==> src/rtl/eil_pkg.sv <==
package eil_pkg;
  localparam int unsigned ADDR_W = 5;
  localparam int unsigned DATA_W = 32;

  localparam logic [2:0] TRG_HIGH = 3'd0;
  localparam logic [2:0] TRG_LOW  = 3'd1;
  localparam logic [2:0] TRG_FALL = 3'd2;
  localparam logic [2:0] TRG_RISE = 3'd3;
  localparam logic [2:0] TRG_BOTH = 3'd4;
  localparam logic [2:0] TRG_OFF  = 3'd7;

  localparam logic [ADDR_W-1:0] A_IEN  = 5'd16;
  localparam logic [ADDR_W-1:0] A_WEN  = 5'd17;
  localparam logic [ADDR_W-1:0] A_STAT = 5'd18;
  localparam logic [ADDR_W-1:0] A_SWT  = 5'd19;
endpackage

==> src/rtl/eil_filter.sv <==
module eil_filter #(
  parameter int unsigned FLT_W = 8
) (
  input  logic             clk,
  input  logic             rst_n,
  input  logic             pin_i,
  input  logic [FLT_W-1:0] len_i,
  output logic             lvl_o
);
  localparam int unsigned CW = FLT_W + 1;

  logic             s1_q, s2_q, lvl_q, lvl_d;
  logic [FLT_W-1:0] cnt_q, cnt_d;
  logic             bypass;
  logic [CW-1:0]    run_len;

  assign bypass  = (len_i == '0);
  assign run_len = {1'b0, cnt_q} + CW'(1);

  always_comb begin
    lvl_d = lvl_q;
    cnt_d = cnt_q;
    if (bypass) begin
      lvl_d = s2_q;
      cnt_d = '0;
    end else if (s2_q == lvl_q) begin
      cnt_d = '0;
    end else if (run_len >= {1'b0, len_i}) begin
      lvl_d = s2_q;
      cnt_d = '0;
    end else begin
      cnt_d = cnt_q + FLT_W'(1);
    end
  end

  always_ff @(posedge clk or negedge rst_n) begin
    if (!rst_n) begin
      s1_q  <= 1'b0;
      s2_q  <= 1'b0;
      lvl_q <= 1'b0;
      cnt_q <= '0;
    end else begin
      s1_q  <= pin_i;
      s2_q  <= s1_q;
      lvl_q <= lvl_d;
      cnt_q <= cnt_d;
    end
  end

  assign lvl_o = bypass ? s2_q : lvl_q;

  // an accepted level change needs a disagreeing sample beforehand
  a_r7_change_needs_sample: assert property (@(posedge clk) disable iff (!rst_n)
    (!bypass && $stable(len_i) && lvl_q != $past(lvl_q)) |-> (lvl_q == $past(s2_q)));
endmodule

==> src/rtl/eil_detect.sv <==
module eil_detect
  import eil_pkg::*;
(
  input  logic       clk,
  input  logic       rst_n,
  input  logic       lvl_i,
  input  logic [2:0] mode_i,
  input  logic       clr_i,
  input  logic       sw_i,
  output logic       stat_o
);
  logic prev_q, stat_q, stat_d, evt;

  always_comb begin
    unique case (mode_i)
      TRG_HIGH: evt = lvl_i;
      TRG_LOW:  evt = !lvl_i;
      TRG_FALL: evt = prev_q && !lvl_i;
      TRG_RISE: evt = !prev_q && lvl_i;
      TRG_BOTH: evt = prev_q != lvl_i;
      default:  evt = 1'b0;
    endcase
    stat_d = (stat_q && !clr_i) || evt || sw_i;
  end

  always_ff @(posedge clk or negedge rst_n) begin
    if (!rst_n) begin
      prev_q <= 1'b0;
      stat_q <= 1'b0;
    end else begin
      prev_q <= lvl_i;
      stat_q <= stat_d;
    end
  end

  assign stat_o = stat_q;

  a_r2_rise_sets: assert property (@(posedge clk) disable iff (!rst_n)
    (mode_i == TRG_RISE && lvl_i && !prev_q) |=> stat_q);
  a_r8_sticky: assert property (@(posedge clk) disable iff (!rst_n)
    (stat_q && !clr_i) |=> stat_q);
  a_r9_sw_sets: assert property (@(posedge clk) disable iff (!rst_n)
    sw_i |=> stat_q);
  a_r12_off_quiet: assert property (@(posedge clk) disable iff (!rst_n)
    (mode_i > TRG_BOTH && !sw_i && !stat_q) |=> !stat_q);
  a_r5_level_holds: assert property (@(posedge clk) disable iff (!rst_n)
    (mode_i == TRG_HIGH && lvl_i) |=> stat_q);
endmodule

==> src/rtl/ext_irq_ctrl.sv <==
module ext_irq_ctrl
  import eil_pkg::*;
#(
  parameter int unsigned NLINES = 16,
  parameter int unsigned FLT_W  = 8
) (
  input  logic                clk,
  input  logic                rst_n,
  input  logic [NLINES-1:0]   pin_i,
  input  logic                reg_we,
  input  logic [ADDR_W-1:0]   reg_addr,
  input  logic [DATA_W-1:0]   reg_wdata,
  output logic [DATA_W-1:0]   reg_rdata,
  output logic [NLINES-1:0]   irq_o,
  output logic                wake_o
);
  localparam logic [ADDR_W-1:0] CFG_LAST = ADDR_W'(NLINES);

  logic [2:0]        mode_q [NLINES];
  logic [FLT_W-1:0]  len_q  [NLINES];
  logic [NLINES-1:0] ien_q, ien_d, wen_q, wen_d;
  logic [NLINES-1:0] stat, clr, swt, lvl;
  logic              cfg_we;

  assign cfg_we = reg_we && (reg_addr < CFG_LAST);
  assign clr    = (reg_we && reg_addr == A_STAT) ? reg_wdata[NLINES-1:0] : '0;
  assign swt    = (reg_we && reg_addr == A_SWT)  ? reg_wdata[NLINES-1:0] : '0;

  always_comb begin
    ien_d = ien_q;
    wen_d = wen_q;
    if (reg_we && reg_addr == A_IEN) ien_d = reg_wdata[NLINES-1:0];
    if (reg_we && reg_addr == A_WEN) wen_d = reg_wdata[NLINES-1:0];
  end

  always_ff @(posedge clk or negedge rst_n) begin
    if (!rst_n) begin
      ien_q <= '0;
      wen_q <= '0;
    end else begin
      ien_q <= ien_d;
      wen_q <= wen_d;
    end
  end

  for (genvar i = 0; i < NLINES; i++) begin : g_line
    logic line_we;
    assign line_we = cfg_we && (reg_addr == ADDR_W'(i));

    always_ff @(posedge clk or negedge rst_n) begin
      if (!rst_n) begin
        mode_q[i] <= TRG_OFF;
        len_q[i]  <= '0;
      end else if (line_we) begin
        mode_q[i] <= reg_wdata[2:0];
        len_q[i]  <= reg_wdata[8 +: FLT_W];
      end
    end

    eil_filter #(.FLT_W(FLT_W)) u_flt (
      .clk   (clk),
      .rst_n (rst_n),
      .pin_i (pin_i[i]),
      .len_i (len_q[i]),
      .lvl_o (lvl[i])
    );

    eil_detect u_det (
      .clk    (clk),
      .rst_n  (rst_n),
      .lvl_i  (lvl[i]),
      .mode_i (mode_q[i]),
      .clr_i  (clr[i]),
      .sw_i   (swt[i]),
      .stat_o (stat[i])
    );
  end

  always_comb begin
    reg_rdata = '0;
    if (reg_addr < CFG_LAST) begin
      reg_rdata[2:0]         = mode_q[reg_addr[$clog2(NLINES)-1:0]];
      reg_rdata[8 +: FLT_W]  = len_q[reg_addr[$clog2(NLINES)-1:0]];
    end else begin
      unique case (reg_addr)
        A_IEN:   reg_rdata[NLINES-1:0] = ien_q;
        A_WEN:   reg_rdata[NLINES-1:0] = wen_q;
        A_STAT:  reg_rdata[NLINES-1:0] = stat;
        default: reg_rdata = '0;
      endcase
    end
  end

  assign irq_o  = stat & ien_q;
  assign wake_o = |(stat & wen_q);

  // an enabled, set flag reaches the vector once the mask is in place
  a_r10_enabled_flag_out: assert property (@(posedge clk) disable iff (!rst_n)
    (reg_we && reg_addr == A_IEN && reg_wdata[0] && stat[0] && !clr[0]) |=> irq_o[0]);
  // wake requires some flag
  a_r11_wake_needs_flag: assert property (@(posedge clk) disable iff (!rst_n)
    wake_o |-> (stat != '0));
  // a write-one clear on an idle line leaves it clear
  a_r8_clear_idle: assert property (@(posedge clk) disable iff (!rst_n)
    (clr[0] && !swt[0] && mode_q[0] > TRG_BOTH) |=> !stat[0]);
endmodule

==> config.mk <==
export PLATFORM = sky130hd
export DESIGN_NAME = ext_irq_ctrl
export DESIGN_NICKNAME = d
export VERILOG_FILES = /design/src/rtl/eil_pkg.sv /design/src/rtl/eil_filter.sv /design/src/rtl/eil_detect.sv /design/src/rtl/ext_irq_ctrl.sv
export SDC_FILE = /design/constraint.sdc
export NUM_CORES = 1
export LEC_CHECK = 0
export BUFFER_PORTS_ARGS = -buffer_cell sky130_fd_sc_hd__buf_2
export CAP_MARGIN = 25
export CORE_MARGIN = 2
export CORE_UTILIZATION = 53
export CTS_CLUSTER_DIAMETER = 40
export CTS_CLUSTER_SIZE = 14
export DETAILED_ROUTE_END_ITERATION = 8
export PLACE_DENSITY = 0.7
export SLEW_MARGIN = 20
export SYNTH_ARGS = -nofsm -noshare
export SYNTH_HDL_FRONTEND = slang
export SYNTH_HIERARCHICAL = 1
export SYNTH_SLANG_ARGS = --single-unit
export TNS_END_PERCENT = 50
==> constraint.sdc <==
create_clock -name clk -period 2.8 [get_ports clk]
set_input_delay 0.14 -clock clk [delete_from_list [all_inputs] [get_ports clk]]
set_output_delay 0.14 -clock clk [all_outputs]
set_load 0.005 [all_outputs]
==> results.cfg, run 1 <==
[detailed_routing]
antenna_left = 0
routedWlPerCell_um = 20.4
vias = 16800
routed_via_density = 5.75
drcViolationCount = 0
wl_um = 59400
route.met2.wl_um = 28400
drt_iter0_drc = 1085
wl_met3_um = 3300
drt-pass1-iter-count = 6
top_layer_used = met4
wl_met1_um = 26000

[pwr]
power_frac_seq_pct = 37.9
p_leak_nw = 13.5
switching_share_pct = 33.0
power_density_nw_per_um2 = 799
combPwrFrac_pct = 26.8
p_switching_mw = 7.40
p_clk_share_pct = 35.3
vdd_drop_max_uv = 521
p_int_mw = 15.1

[setup_path]
required_ns = 3.32
cp_cell_sequence = ha_1 > nand4_1 > xnor2_1 > ha_1 > a21o_1 > a21oi_2 > and3_4 > nand3_2 > mux2_4
cp.arrival_ns = 2.98
r2r-end = g_line[9].u_flt/lvl_q
critical-path-slowest-cell = dfrtp_1
path_max_fanout = 5
cp-start-kind = register
critPathCaptureType = register
r2r_slack_ns = 0.34
critPathTopFamily = adder cells
crit_type = reg2reg
cpMostUsedCell = ha_1
path_buf_inv = 0
worstReg2RegStart = g_line[9].u_flt/cnt_q[0]
slowest_delay_ns = 0.46
rr_worst_depth = 9

[die]
initial_utilization_pct = 53.4
fp-row-count = 79
chipWidth_um = 220
die-area_um2 = 48300
die_y_um = 220
core_area_um2 = 46300
pin_count = 105

[logic_synthesis]
async_flop_share_pct = 100
yosysWarningCount = 6
ys.flop_type = dfrtp_1
synthDistinctLibCells = 56
synth-edff-count = 0
syn-cell-area_um2 = 24700
synth_area_per_cell_um2 = 11.5
syn-instance-count = 2146
ys_seq_elements = 416
seq_area_frac_synth_pct = 42.4

[placement]
gp_congestion = 0.905
pre_cts_ws_ns = 0.369
port_buffers = 72
placed_area_um2 = 25700
dp_hpwl_um = 42500

[sta]
whs_ns = 0.0617
setup_viol = 0
timing.fmax_mhz = 407
worst_slack_ns = 0.341
period_needed_ns = 2.46
fin_crit_sh_pct = 87.8
finalSetupTns_ns = 0
hold_violations = 0
rsz0062_at_grt = false
worst_pin_slew_ns = 0.755
relSlewSlack_pct = 49.5
skew_ns = 0.0440
slew_violations = 0

[global_route]
antenna_found_initial = 3
grt_pass1_vias = 17300
grt_max_degree = 80
grt_remaining_overflow = 0
grt_pass1_wl_um = 95600
grt_usage_pct = 25.5

[clock_tree]
cts.path.max_buffers = 3
h-tree-depth = 2
clk-insertion-delay-late_ns = 0.63
cts_inserted_buffers = 60
clock-sinks = 416
root_buffer = clkbuf_16
clk_pin_slew_ns = 0.06
ctsResizeCount = 0
cts_tree = yes

[cells_and_area]
fin_util_pct = 60.8
drive_gt1_share_pct = 30.5
area_growth_syn_to_layout_pct = 13.9
final_nets = 2492
final_area_um2 = 28100

[job]
cap_violations = 0

[run_status]
status = completed

[worst_hold_path]
hp-class = in2async
worst register-to-register path: stages (launching register included):
cell and delay, ns:
dfrtp_1 0.46, ha_1 0.28, nand4_1 0.15, xnor2_1 0.27
ha_1 0.30, a21o_1 0.17, a21oi_2 0.13, and3_4 0.22
nand3_2 0.09, mux2_4 0.30
worst max path at each step:
stage | start | endpoint | slack, ns | depth (start not counted)
global placement | g_line[14].u_flt/cnt_q[0] | g_line[14].u_flt/lvl_q | 0.45 | 9
global route | g_line[9].u_flt/cnt_q[0] | g_line[9].u_flt/lvl_q | 0.18 | 9
finish | g_line[9].u_flt/cnt_q[0] | g_line[9].u_flt/lvl_q | 0.34 | 9
detailed placement | g_line[15].u_flt/cnt_q[0] | g_line[15].u_flt/lvl_q | 0.37 | 9
floorplan | g_line[4].u_flt/cnt_q[0] | g_line[4].u_flt/lvl_q | 0.61 | 9
CTS | g_line[9].u_flt/cnt_q[0] | g_line[9].u_flt/lvl_q | 0.33 | 9
cell families after synthesis:
logic type / count (synthesis) / synth area share [%]
compound gates: 164 / 4.65
xor+xnor: 128 / 4.54
fa+ha+maj: 176 / 8.92
buf+inv: 248 / 4.27
flops: 416 / 42.4
mux: 360 / 16.5
other cells: 1 / 0.0152
simple gates: 653 / 18.7
layout by cell type, fill, tap and decap left out, types with 17 or more instances in the layout:
cell type,instances
dfrtp_1,368
mux2_2,232
ha_1,176
inv_1,160
nor2b_1,133
nand2_1,107
mux2i_1,93
xnor2_1,78
buf_2,70
clkbuf_16,60
xor2_1,50
nor2_1,49
dfstp_2,48
nand4_1,47
nand3_1,40
mux2_4,35
and2_1,33
and3_1,33
nor4_2,32
nand4_4,31
a21oi_1,28
buf_4,26
a22oi_1,22
o22ai_1,22
dlygate4sd3_1,22
o21ai_0,21
nor3_1,17
a21o_1,17
and3_4,17
registers in the layout, indices dropped and copies added (netlist names):
name / count
g_line.u_flt/cnt_q: 128
len_q: 128
mode_q: 48
g_line.u_det/prev_q: 16
g_line.u_det/stat_o: 16
g_line.u_flt/lvl_q: 16
g_line.u_flt/s1_q: 16
g_line.u_flt/s2_q: 16
ien_q: 16
wen_q: 16
layout make-up:
type	count	area, um2
antenna	2	5.00
clock buffer	72	1620
clock inverter	40	534
fill	3762	18100
inverter	160	601
multi-input combinational	1497	13200
sequential	416	10500
tap	607	759
timing repair buffer	125	901
power groups by stage:
stage | Combinational [mW] | Sequential (mW) | Clock (mW)
after detailed placement | 5.99 | 8.58 | 0
after floorplan | 4.58 | 8.19 | 0
final | 6.03 | 8.51 | 7.92
after global placement | 5.74 | 8.51 | 0
after global routing | 6.80 | 8.67 | 8.33
after CTS | 6.08 | 8.49 | 8.08
synth_stat cells, drive strengths merged (51+ instances only):
library cell / n / area, um2
dfrtp: 368 / 9210
ha: 176 / 2200
buf: 51 / 314
nand4: 78 / 953
mux2: 267 / 3140
and3: 65 / 510
inv: 160 / 601
nor2b: 133 / 832
nand3: 58 / 395
mux2i: 93 / 931
nor2: 65 / 289
xnor2: 78 / 683
nand2: 107 / 402
layer usage:
metal  vias to the layer above  track usage, %
li1                       7780               -
met1                      8476            34.7
met2                       409            42.1
met3                       111            3.91
met4                         0            7.76
met5                         -               0
what timing repair did:
| action | in CTS | in global routing |
|---|---|---|
| buffers inserted | 0 | 0 |
| hold endpoints to repair | 166 | 0 |
| hold buffers | 22 | 0 |
stage by stage:
stage	total power [mW]	instances
floorplan	12.8	2161
finish	22.5	2919
CTS	22.7	2917
detailed placement	14.6	2783
global placement	14.3	2783
global route	23.8	2918
Note: power is estimated with default switching activity, not from simulation.
==> run 2: changes to the inputs <==
Settings changed: SETUP_SLACK_MARGIN set to 0.4.
==> run 2 against run 1 <==
Against the previous run:
- critical endpoint is now reg_rdata[8]
- combinational power up 3%
- largest cell class unchanged
- setup slack better by 0.021 ns
- register-to-register slack better by 0.11 ns
- first-iteration DRC count down 8.6%
- sequential share of layout area down 0.48 points
- global-route usage about the same
- cell area up 1.5%
- die area unchanged
- final cell count up 0.48%
==> results.cfg, run 2 (synthesis gave the netlist of run 1 again) <==
[cells_and_area]
final_nets = 2507
nFillCells = 3707
area_growth_syn_to_layout_pct = 15.7
final_cell_mix = dfrtp_1, mux2_2, inv_1, ha_1, nor2b_1
largestRegisters = g_line.u_flt/cnt_q x128, len_q x128, mode_q x48
final_area_um2 = 28500
final_common_cell = dfrtp_1
drive_gt1_share_pct = 33.3

[detailed_routing]
routedWlPerCell_um = 20.5
antenna_left = 0
vias = 16800
drt-pass1-iter-count = 5
drcViolationCount = 0
drt_iter0_drc = 992
routed_via_density = 5.73
wl_um = 60000

[setup_path]
rr_worst_depth = 9
slowest_delay_ns = 0.45
critical-path-slowest-cell = dfrtp_1
path_max_fanout = 4
critPathCaptureType = output port
crit_type = reg2out
required_ns = 2.66
cp_cell_sequence = mux2i_1 > buf_4 > a22oi_1 > nand3_1 > nand3_1 > buf_2
cp.arrival_ns = 2.30
cp-start-kind = register
cpMostUsedCell = nand3_1

[placement]
placed_area_um2 = 25700
port_buffers = 72
gp_congestion = 0.905
dp_hpwl_um = 42500

[die]
initial_utilization_pct = 53.4
core_area_um2 = 46300
pin_count = 105
die-area_um2 = 48300
fp-row-count = 79
chipWidth_um = 220
die_y_um = 220

[run_status]
status = completed

[sta]
relSlewSlack_pct = 49.4
finalSetupTns_ns = 0
skew_ns = 0.0464
rsz0062_at_grt = true
period_needed_ns = 2.44
hold_violations = 0
timing.fmax_mhz = 410
worst_pin_slew_ns = 0.757
setup_viol = 0
fin_crit_sh_pct = 87.1
slew_violations = 0

[clock_tree]
clock-sinks = 416
cts.path.max_buffers = 3
clk-insertion-delay-late_ns = 0.63
cts_tree = yes
h-tree-depth = 2
root_buffer = clkbuf_16
cts_inserted_buffers = 60
clk_pin_slew_ns = 0.06

[global_route]
grt_pass1_vias = 17300
grt_max_degree = 80
grt_usage_pct = 25.5
grt_remaining_overflow = 0
antenna_found_initial = 2
grt_pass1_wl_um = 95600

[pwr]
vdd_drop_max_uv = 533
p_leak_nw = 13.6
power_density_nw_per_um2 = 795

[job]
cap_violations = 0

[worst_hold_path]
hp-class = in2async
[run 2: path summary, 6_finish.rpt]
kind                                     startpoint                  endpoint  slack (ns)
max in group asynchronous                     rst_n  g_line[2].u_flt/cnt_q[0]        1.74
setup / recovery                          len_q[72]              reg_rdata[8]        0.36
hold / removal                                rst_n  g_line[6].u_flt/cnt_q[2]        0.07
hold reg to reg                g_line[6].u_flt/s1_q      g_line[6].u_flt/s2_q        0.35
setup reg to reg           g_line[1].u_flt/cnt_q[0]     g_line[1].u_flt/lvl_q        0.45
min in group clk                      reg_wdata[12]                 len_q[76]        0.07
[run 2: routing by layer]
metal / GRT usage [%] / vias to the layer above / part of all wire [%]
met5: 0 / - / 0
met4: 7.76 / 0 / 2.6
met3: 3.91 / 105 / 4.8
met2: 42.1 / 359 / 48
met1: 34.7 / 8536 / 44
li1: - / 7806 / -
[run 2: critical path: cells and delay by family, from the launching register on]
kind            cells  cell delay, ns
compound gates      1            0.29
mux                 1            0.13
flops               1            0.45
buf+inv             2            0.32
simple gates        2            0.46
[run 2: power by group]
group / total [mW] / leakage, nW / internal, mW / switching [mW]
clock network: 7.94 / 1.03 / 4.93 / 3.01
logic: 6.22 / 7.40 / 3.06 / 3.15
registers: 8.54 / 5.17 / 7.22 / 1.32
total: 22.7 / 13.6 / 15.2 / 7.49
[run 2: cell type report]
class                           instances  area, um2  share of cell area, %
Antenna cell                            1       2.50                0.00877
Clock buffer                           72       1620                   5.66
Clock inverter                         40        534                   1.87
Inverter                              160        601                   2.10
Multi-Input combinational cell       1497      13500                   47.4
Sequential cell                       416      10500                   36.7
Tap cell                              607        759                   2.66
Timing Repair Buffer                  140       1010                   3.55
[run 2: per-stage QoR]
stage               util (%)  hold slack (ns)  cells  power (mW)  setup WS (ns)
floorplan                  -           -0.156   2161        12.8          0.608
global placement        55.7            0.160   2783        14.3          0.446
detailed placement      55.7            0.167   2783        14.6          0.369
CTS                     60.8           0.0403   2917        22.7          0.370
global route            61.7           0.0681   2933        24.0          0.330
finish                  61.7           0.0658   2933        22.7          0.362
[run 2: timing repair]
action,4_1_cts,5_1_grt
buffers inserted,0,15
hold buffers,22,0
pin swaps,0,11
setup endpoints to repair,9,127
gates resized for setup,6,59
endpoints found under the hold margin,166,0
